**src/rtl/evt_hub_pkg.sv**
```systemverilog
package evt_hub_pkg;
  localparam int BANK_BITS = 8;
  localparam int BIT_W     = $clog2(BANK_BITS);

  typedef enum logic [1:0] {DS_IDLE, DS_SNAP, DS_EMIT, DS_DONE} disp_state_e;

  // lowest set bit of a bank byte (0 when none set)
  function automatic logic [BIT_W-1:0] lowest_set(input logic [BANK_BITS-1:0] v);
    logic [BIT_W-1:0] r;
    r = '0;
    for (int i = BANK_BITS - 1; i >= 0; i--) begin
      if (v[i]) r = BIT_W'(i);
    end
    return r;
  endfunction

  // flat index of a bit within a bank
  function automatic int unsigned flat_index(input int unsigned bank, input int unsigned bitpos);
    return bank * BANK_BITS + bitpos;
  endfunction
endpackage

```
**src/rtl/evt_bank.sv**
```systemverilog
module evt_bank
  import evt_hub_pkg::*;
#(
  parameter int USED = 8
) (
  input  logic                 clk,
  input  logic                 rst_n,
  input  logic [BANK_BITS-1:0] evt,
  input  logic                 mask_we,
  input  logic                 stat_we,
  input  logic [BANK_BITS-1:0] wdata,
  input  logic [BANK_BITS-1:0] disp_clr,
  output logic [BANK_BITS-1:0] mask_q,
  output logic [BANK_BITS-1:0] stat_q,
  output logic                 pend
);
  for (genvar b = 0; b < BANK_BITS; b++) begin : g_bit
    if (b < USED) begin : g_used
      logic clr_b;
      assign clr_b = (stat_we & wdata[b]) | disp_clr[b];
      always_ff @(posedge clk or negedge rst_n) begin
        if (!rst_n) begin
          mask_q[b] <= 1'b1;
          stat_q[b] <= 1'b0;
        end else begin
          if (mask_we) mask_q[b] <= wdata[b];
          stat_q[b] <= (stat_q[b] & ~clr_b) | evt[b];
        end
      end
    end else begin : g_unused
      assign mask_q[b] = 1'b0;
      assign stat_q[b] = 1'b0;
    end
  end

  assign pend = |(stat_q & ~mask_q);
endmodule

```
**src/rtl/evt_dispatch.sv**
```systemverilog
module evt_dispatch
  import evt_hub_pkg::*;
#(
  parameter int NB        = 2,
  parameter int PRESS_BIT = 7,
  parameter int REL_BIT   = 6,
  localparam int TOT_W    = NB * BANK_BITS,
  localparam int IDX_W    = $clog2(TOT_W),
  localparam int BANK_W   = (NB > 1) ? $clog2(NB) : 1
) (
  input  logic             clk,
  input  logic             rst_n,
  input  logic             start,
  input  logic [TOT_W-1:0] stat_all,
  output logic [TOT_W-1:0] clr_all,
  output logic             valid,
  input  logic             ready,
  output logic [IDX_W-1:0] index,
  output logic             done
);
  disp_state_e          state_q;
  logic [BANK_W-1:0]    bank_q;
  logic [BANK_BITS-1:0] snap_q;
  logic                 pair_q;
  logic [BANK_BITS-1:0] cur;
  logic [BIT_W-1:0]     pick;
  logic                 first_bank;

  assign cur        = stat_all[bank_q*BANK_BITS +: BANK_BITS];
  assign first_bank = (bank_q == '0);

  always_comb begin
    if (first_bank && snap_q[PRESS_BIT] && snap_q[REL_BIT])
      pick = BIT_W'(PRESS_BIT);
    else if (first_bank && pair_q && snap_q[REL_BIT])
      pick = BIT_W'(REL_BIT);
    else
      pick = lowest_set(snap_q);
  end

  always_comb begin
    clr_all = '0;
    if (state_q == DS_SNAP) clr_all[bank_q*BANK_BITS +: BANK_BITS] = cur;
  end

  assign valid = (state_q == DS_EMIT) && (snap_q != '0);
  assign index = IDX_W'(flat_index(int'(bank_q), int'(pick)));
  assign done  = (state_q == DS_DONE);

  always_ff @(posedge clk or negedge rst_n) begin
    if (!rst_n) begin
      state_q <= DS_IDLE;
      bank_q  <= '0;
      snap_q  <= '0;
      pair_q  <= 1'b0;
    end else begin
      case (state_q)
        DS_IDLE, DS_DONE: if (start) begin
          state_q <= DS_SNAP;
          bank_q  <= '0;
        end
        DS_SNAP: begin
          snap_q  <= cur;
          pair_q  <= first_bank & cur[PRESS_BIT] & cur[REL_BIT];
          state_q <= DS_EMIT;
        end
        DS_EMIT: begin
          if (snap_q == '0) begin
            if (bank_q == BANK_W'(NB - 1)) state_q <= DS_DONE;
            else begin
              bank_q  <= bank_q + 1'b1;
              state_q <= DS_SNAP;
            end
          end else if (ready) begin
            snap_q[pick] <= 1'b0;
          end
        end
        default: state_q <= DS_IDLE;
      endcase
    end
  end
endmodule

```
**src/rtl/evt_hub.sv**
```systemverilog
module evt_hub
  import evt_hub_pkg::*;
#(
  parameter int          NUM_SRC   = 14,
  parameter logic [15:0] MASK_ADDR = 16'h0202,
  parameter logic [15:0] STAT_ADDR = 16'h0212,
  localparam int NB    = (NUM_SRC + BANK_BITS - 1) / BANK_BITS,
  localparam int TOT_W = NB * BANK_BITS,
  localparam int IDX_W = $clog2(TOT_W)
) (
  input  logic               clk,
  input  logic               rst_n,
  input  logic [NUM_SRC-1:0] evt_i,
  input  logic               reg_wr,
  input  logic               reg_rd,
  input  logic [15:0]        reg_addr,
  input  logic [7:0]         reg_wdata,
  output logic [7:0]         reg_rdata,
  output logic               irq_n,
  input  logic               disp_start,
  output logic               disp_valid,
  input  logic               disp_ready,
  output logic [IDX_W-1:0]   disp_index,
  output logic               disp_done
);
  logic [TOT_W-1:0] evt_pad;
  logic [TOT_W-1:0] mask_all;
  logic [TOT_W-1:0] stat_all;
  logic [TOT_W-1:0] clr_all;
  logic [NB-1:0]    pend;
  logic [NB-1:0]    hit_mask;
  logic [NB-1:0]    hit_stat;
  logic [7:0]       rd_sel;

  always_comb begin
    evt_pad = '0;
    evt_pad[NUM_SRC-1:0] = evt_i;
  end

  for (genvar k = 0; k < NB; k++) begin : g_bank
    localparam int USED_K = (NUM_SRC - k * BANK_BITS >= BANK_BITS) ? BANK_BITS
                                                                   : NUM_SRC - k * BANK_BITS;
    assign hit_mask[k] = (reg_addr == 16'(MASK_ADDR + k));
    assign hit_stat[k] = (reg_addr == 16'(STAT_ADDR + k));

    evt_bank #(.USED(USED_K)) u_bank (
      .clk      (clk),
      .rst_n    (rst_n),
      .evt      (evt_pad[k*BANK_BITS +: BANK_BITS]),
      .mask_we  (reg_wr & hit_mask[k]),
      .stat_we  (reg_wr & hit_stat[k]),
      .wdata    (reg_wdata),
      .disp_clr (clr_all[k*BANK_BITS +: BANK_BITS]),
      .mask_q   (mask_all[k*BANK_BITS +: BANK_BITS]),
      .stat_q   (stat_all[k*BANK_BITS +: BANK_BITS]),
      .pend     (pend[k])
    );
  end

  always_comb begin
    rd_sel = '0;
    for (int k = 0; k < NB; k++) begin
      if (hit_mask[k]) rd_sel = mask_all[k*BANK_BITS +: BANK_BITS];
      if (hit_stat[k]) rd_sel = stat_all[k*BANK_BITS +: BANK_BITS];
    end
  end

  always_ff @(posedge clk or negedge rst_n) begin
    if (!rst_n)      reg_rdata <= '0;
    else if (reg_rd) reg_rdata <= rd_sel;
  end

  assign irq_n = ~|pend;

  evt_dispatch #(.NB(NB)) u_disp (
    .clk      (clk),
    .rst_n    (rst_n),
    .start    (disp_start),
    .stat_all (stat_all),
    .clr_all  (clr_all),
    .valid    (disp_valid),
    .ready    (disp_ready),
    .index    (disp_index),
    .done     (disp_done)
  );
endmodule

```
**config.mk**
```make
export PLATFORM = sky130hd
export DESIGN_NAME = evt_hub
export DESIGN_NICKNAME = d
export VERILOG_FILES = /design/src/rtl/evt_hub_pkg.sv /design/src/rtl/evt_bank.sv /design/src/rtl/evt_dispatch.sv /design/src/rtl/evt_hub.sv
export SDC_FILE = /design/constraint.sdc
export NUM_CORES = 1
export LEC_CHECK = 0
export ABC_AREA = 1
export BUFFER_PORTS_ARGS = -buffer_cell sky130_fd_sc_hd__buf_2
export CORE_MARGIN = 4
export CORE_UTILIZATION = 55
export DETAILED_ROUTE_END_ITERATION = 7
export GPL_ROUTABILITY_DRIVEN = 1
export GPL_TIMING_DRIVEN = 0
export PLACE_DENSITY = 0.8
export SKIP_LAST_GASP = 1
export SYNTH_ARGS = -nofsm -noshare
export SYNTH_HDL_FRONTEND = slang
export SYNTH_SLANG_ARGS = --single-unit
export TNS_END_PERCENT = 1
```
**constraint.sdc**
```tcl
create_clock -name clk -period 1.9 [get_ports clk]
set_input_delay 0.095 -clock clk [delete_from_list [all_inputs] [get_ports clk]]
set_output_delay 0.095 -clock clk [all_outputs]
set_load 0.01 [all_outputs]
```
* Word level (Yosys, flattened, before mapping)
Cells that the tools add are included.
** Storage, ports and cells
- Register bits :: 48
- Input port bits :: 44
- Output and inout port bits :: 15
** Cells by class
- Add/sub/neg operators :: 3
- $lt $le $gt $ge :: 2
- Equal/unequal tests :: 11
- Shifts and indexed selects :: 3
- Muxes and demuxes :: 28
- Bitwise operators :: 84
- Reduce and logical (&&, ||, !) cells :: 17
** Operators with widths (number)
- equality test 16 x 10 -> 1 bit (second input constant) :: 4
- 2-to-1 mux 8 bit :: 6
- bitwise AND 1 bit :: 34
- negator 4 -> 34 bit :: 1
- variable shift 8 x 34 -> 14 bit (first input constant) :: 1
- indexed part select 8 x 34 -> 14 bit :: 1
- 2-to-1 mux 3 bit :: 10
- OR 1 bit :: 28
- bitwise AND 8 bit :: 2
- NOT 8 bit :: 2
- one-hot mux 8 bit (2 select lines) :: 1
- OR reduction 16 bit :: 1
- indexed part select 16 x 5 -> 8 bit :: 1
- NOT 1 bit :: 15
- bitwise AND 14 bit :: 1
- 2-to-1 mux 14 bit :: 1
- bitwise AND 6 x 8 -> 8 bit :: 1
- zero test 8 bit :: 1
- != test 2 bit (second input constant) :: 4
- NOT 6 -> 8 bit :: 1
- nonzero test 8 bit :: 1
- logical AND 1 bit :: 6
- 2-to-1 mux 2 bit :: 3
- one-hot mux 2 bit (3 select lines) :: 1
- other kinds (15) :: 21

* Longest topological paths before layout
- Word-level depth :: 19
- Mapped depth :: 14
- Gate-level depth less buffers :: 14

* Modules after synthesis
From an unflattened synthesis, not the netlist that was laid out.
** Second synthesis, totals
- Cells, all modules :: 433
- Area, all modules :: 3088.0 um2
** Modules (own cells, without submodules)
- evt_dispatch :: instances 1, cells an instance 160, area an instance 1027.2 um2, sequential area each 300.3 um2
- evt_hub :: instances 1, cells an instance 112, area an instance 767.0 um2, sequential area each 200.2 um2
- evt_bank at g_bank[0].u_bank :: instances 1, cells an instance 89, area an instance 719.4 um2, sequential area each 410.4 um2
- evt_bank at g_bank[1].u_bank :: instances 1, cells an instance 72, area an instance 574.3 um2, sequential area each 307.8 um2

* Least setup slack after synthesis
OpenSTA, ideal clock, no wires.
- Path type :: register -> register
- Start point :: register u_disp.state_q[0]
- End point :: register u_disp.snap_q[7]
- Setup time :: 0.117 ns
- Arrival time :: 1.516 ns
- Required time :: 1.783 ns
- Slack :: 0.267 ns
- Stages on the path, launching flop included :: 12
- Buffers on the path :: 2
- Period minus slack after synthesis :: 1.633 ns
- Cell sequence :: dfrtp_1 -> inv_1 -> ha_1 -> buf_2 -> o21ai_1 -> inv_1 -> nand2_1 -> o21ai_2 -> buf_2 -> nand2_1 -> nand2_1 -> nand2_1
** Between the ends
- Longest elaborated chain between the ends :: 3
** RTL lines
- start, declared :: RTL line evt_dispatch.sv:21 : disp_state_e state_q;
- start signal, assigned :: RTL line evt_dispatch.sv:52 : state_q <= DS_IDLE;
- start signal, assigned :: RTL line evt_dispatch.sv:59 : state_q <= DS_SNAP;
- start signal, assigned :: RTL line evt_dispatch.sv:65 : state_q <= DS_EMIT;
- equality test 2 bit or equality test 2 x 1 -> 1 bit (tied branches) :: RTL line evt_dispatch.sv:57 : case (state_q)
- != test 2 bit (no source line) or nonzero test 2 bit (tied branches)
- AND reduction 3 bit (no source line)
- end signal, assigned :: RTL line evt_dispatch.sv:63 : snap_q <= cur;
- end, declared :: RTL line evt_dispatch.sv:23 : logic [BANK_BITS-1:0] snap_q;
Parallel ways exist; a longest one is shown, timed or not.
A chain may end at the register's enable or synchronous reset.

* Worst setup path after layout
- Start point :: register g_bank[1].u_bank.mask_q[3]
- End point :: output irq_n
** Between the ends
- Longest elaborated chain between the ends :: 4
** RTL lines
- start, declared :: RTL line evt_bank.sv:13 : output logic [BANK_BITS-1:0] mask_q,
- start signal, assigned by index :: RTL line evt_bank.sv:26 : if (mask_we) mask_q[b] <= wdata[b];
- NOT 6 -> 8 bit :: RTL line evt_bank.sv:36 : assign pend = |(stat_q & ~mask_q);
- bitwise AND 6 x 8 -> 8 bit :: RTL line evt_bank.sv:36
- OR reduction 16 bit :: RTL line evt_hub.sv:73 : assign irq_n = ~|pend;
- zero test 1 bit :: RTL line evt_hub.sv:73
- end, declared :: RTL line evt_hub.sv:19 : output logic irq_n,
Every way passes these cells.

==> flow_summary.toml <==
[status]
status = "finished, violations left"
violations = "hold timing"

[grt]
grt_usage_pct = 24.16
grt_pass1_wl_um = 11790
grt_max_degree = 49
antenna_found_initial = 0
grt_pass1_vias = 2510
grt_overflow = 0

[worst_hold_path]
hp-class = "input pin to async pin"

[synthesis]
ys_types = 33
synthTopCellsByArea = "dfrtp_1, nand2_1, dfstp_2"
synth_seq_area_share_pct = 43.56
synth_seq_cells = 48
synth_top_family_by_area = "simple AND/OR/NAND/NOR gates"
synth_top_area_share_pct = 30.41
yosysMostFrequentCell = "nand2_1"
syn_inst = 380
syn_area_per_cell_um2 = 7.362
synthesis.area_um2 = 2798
synth_edf_count = 0
ys_async_sr_fraction_pct = 100.0
synth_xor_area_share_pct = 0
synth_mux_area_share_pct = 0.8050
synth_compound_area_share_pct = 14.80
synth_simple_gate_area_share_pct = 29.79
synthAdderAreaFrac_pct = 1.789
synth_ff_type = "dfrtp_1"
synth.net_count = 428
synthTopCellsByCount = "nand2_1, inv_1, dfrtp_1"
yosysTopAreaCell = "dfrtp_1"
ys_warn_count = 0

[placement]
place.port_buffers = 58
gp_congestion = 0.9051
dp_hpwl_um = 5439
pre_cts_ws_ps = 73.24

[critical_path]
criticalPathCategory = "flop to output port"
cp.required_ps = 1800
crit_path_end_kind = "output port"
start_kind = "flop"
cp_max_fo = 3
worstPathArrival_ps = 1700
r2r_setup_slack_ps = 150

[job]
max_cap_viol_count = 0

[timing]
finalSetupViolCount = 0
maxSlewViolCount = 0
worst_pin_slew_ps = 1048
hold_viol = 34
period_share_pct = 94.24
fin_ws_ps = 109.5
hold_slack_ps = -25.18
rsz0062_at_grt = "true"
min_period_ps = 1791
clock_skew_ps = 8.161
fmax_mhz = 558.5
slew_headroom_pct = 30.11

[detailed_routing]
wl_per_cell_um = 13.55
ant_nets = 0
vias = 2741
via_per_inst = 5.211
drt-total-wl_um = 7128
drc = 0
dr.pass1.iters = 4
drt_iter0_drc = 179

[floorplan]
rows = 25
core_um2 = 4817
die_h_um = 79.32
pin_count = 59
die_w_um = 79.32
start_util_pct = 58.08
dieArea_um2 = 6292

[cts]
clk_pin_slew_ps = 80
htreeDepth = 2
clk_path_buf_depth = 2
cts_made_buffers = 5
cts_tree = "done"
cts-root-buf = "clkbuf_8"
clock_latency_ps = 310
numClockSinks = 48

[cells_and_area]
fill_cells = 426
drive_gt1_share_pct = 24.18
antenna_cells = 0
finalNetCount = 506
area_growth_pct = 21.65

[power_and_ir_drop]
peakVddDrop_uv = 761.7
p_per_area_nw_per_um2 = 1141
cellLeakagePower_nw = 1.822
layout make-up:
| type | instances | area [um^2] | share of cell area [%] |
|---|---|---|---|
| plain buffers | 10 | 70.07 | 2.059 |
| clock buffers | 7 | 86.33 | 2.537 |
| clock inverters | 1 | 3.754 | 0.1103 |
| inverters | 52 | 195.2 | 5.735 |
| multi-input cells | 270 | 1325 | 38.93 |
| flip-flops and latches | 48 | 1219 | 35.81 |
| well taps | 67 | 83.83 | 2.463 |
| repair buffers | 71 | 420.4 | 12.35 |
critical path: stages (launching register included):
cell and delay [ps]:
dfstp_2 560, o22ai_1 90, nor2_1 170, o2111ai_1 120
nor4_1 250, buf_2 200
logic make-up (layout without fill, tap and decap cells):
kind of cell / after synthesis / count (layout)
muxes: 2 / 2
buffers and inverters: 62 / 141
and+or+nand+nor: 200 / 200
AOI/OAI and AO/OA: 64 / 64
DFF: 48 / 48
adders and majority gates: 4 / 4
path summary, 6_finish.rpt:
| path | from | endpoint | cells after the start |
|---|---|---|---|
| max in group asynchronous | rst_n | g_bank[0].u_bank.stat_q[4] | 1 |
| min reg2reg | reg_rdata[6] | reg_rdata[6] | 2 |
| max | g_bank[1].u_bank.mask_q[3] | irq_n | 5 |
| max reg2reg | u_disp.state_q[0] | u_disp.snap_q[5] | 11 |
| min in group clk | evt_i[13] | g_bank[1].u_bank.stat_q[5] | 2 |
| min | rst_n | reg_rdata[0] | 1 |
power breakdown:
group          switching, mW  internal [mW]  total, mW
sequential             0.217           1.27       1.49
combinational           1.09          0.668       1.76
clock                  0.339          0.292      0.631
repair_timing:
action | CTS | global route
resized for setup | 0 | 4
endpoints found under the hold margin | 13 | 0
hold buffers | 13 | 0
setup endpoints to repair | 0 | 5
buffers inserted | 0 | 0
state kept, by name (all words and copies together) (netlist names):
register / flops
g_bank.u_bank.stat_q: 14
u_disp.pair_q: 1
reg_rdata: 8
u_disp.bank_q: 1
g_bank.u_bank.mask_q: 14
u_disp.state_q: 2
u_disp.snap_q: 8
per-stage QoR:
step / util (%) / total power [mW] / cells / cell area, um^2 / TNS, ps
after CTS: 70.42 / 3.851 / 526 / 3392 / 0
after floorplan: - / 2.692 / 380 / 2798 / 0
final: 70.65 / 3.884 / 526 / 3403 / 0
after global placement: 65.84 / 3.149 / 505 / 3172 / 0
after detailed placement: 65.84 / 3.208 / 505 / 3172 / 0
after global routing: 70.65 / 4.219 / 526 / 3403 / -23.47
placed cells by master (no fill, tap or decap), types with 7 or more instances in the layout:
cell type,Yosys,final
dfrtp_1,34,34
o22ai_1,13,13
nand3_1,24,24
a31o_2,8,8
nand2_1,133,133
dlygate4sd3_1,0,13
o21ai_0,20,20
nor2_1,28,28
inv_1,51,51
o21ai_2,7,7
buf_2,3,60
a21oi_1,7,7
dfstp_2,14,14
metal layers:
metal  vias to the layer above  GRT usage, %  part of all wire, %  routed length, um
li1                       1370             -                    -                  -
met1                      1296         34.35                   48               3435
met2                        65         36.53                   46               3266
met3                        10         3.968                  4.5                321
met4                         0         9.966                  1.5                105
met5                         -             0                    0                  0
(Power assumes the default switching activity.)
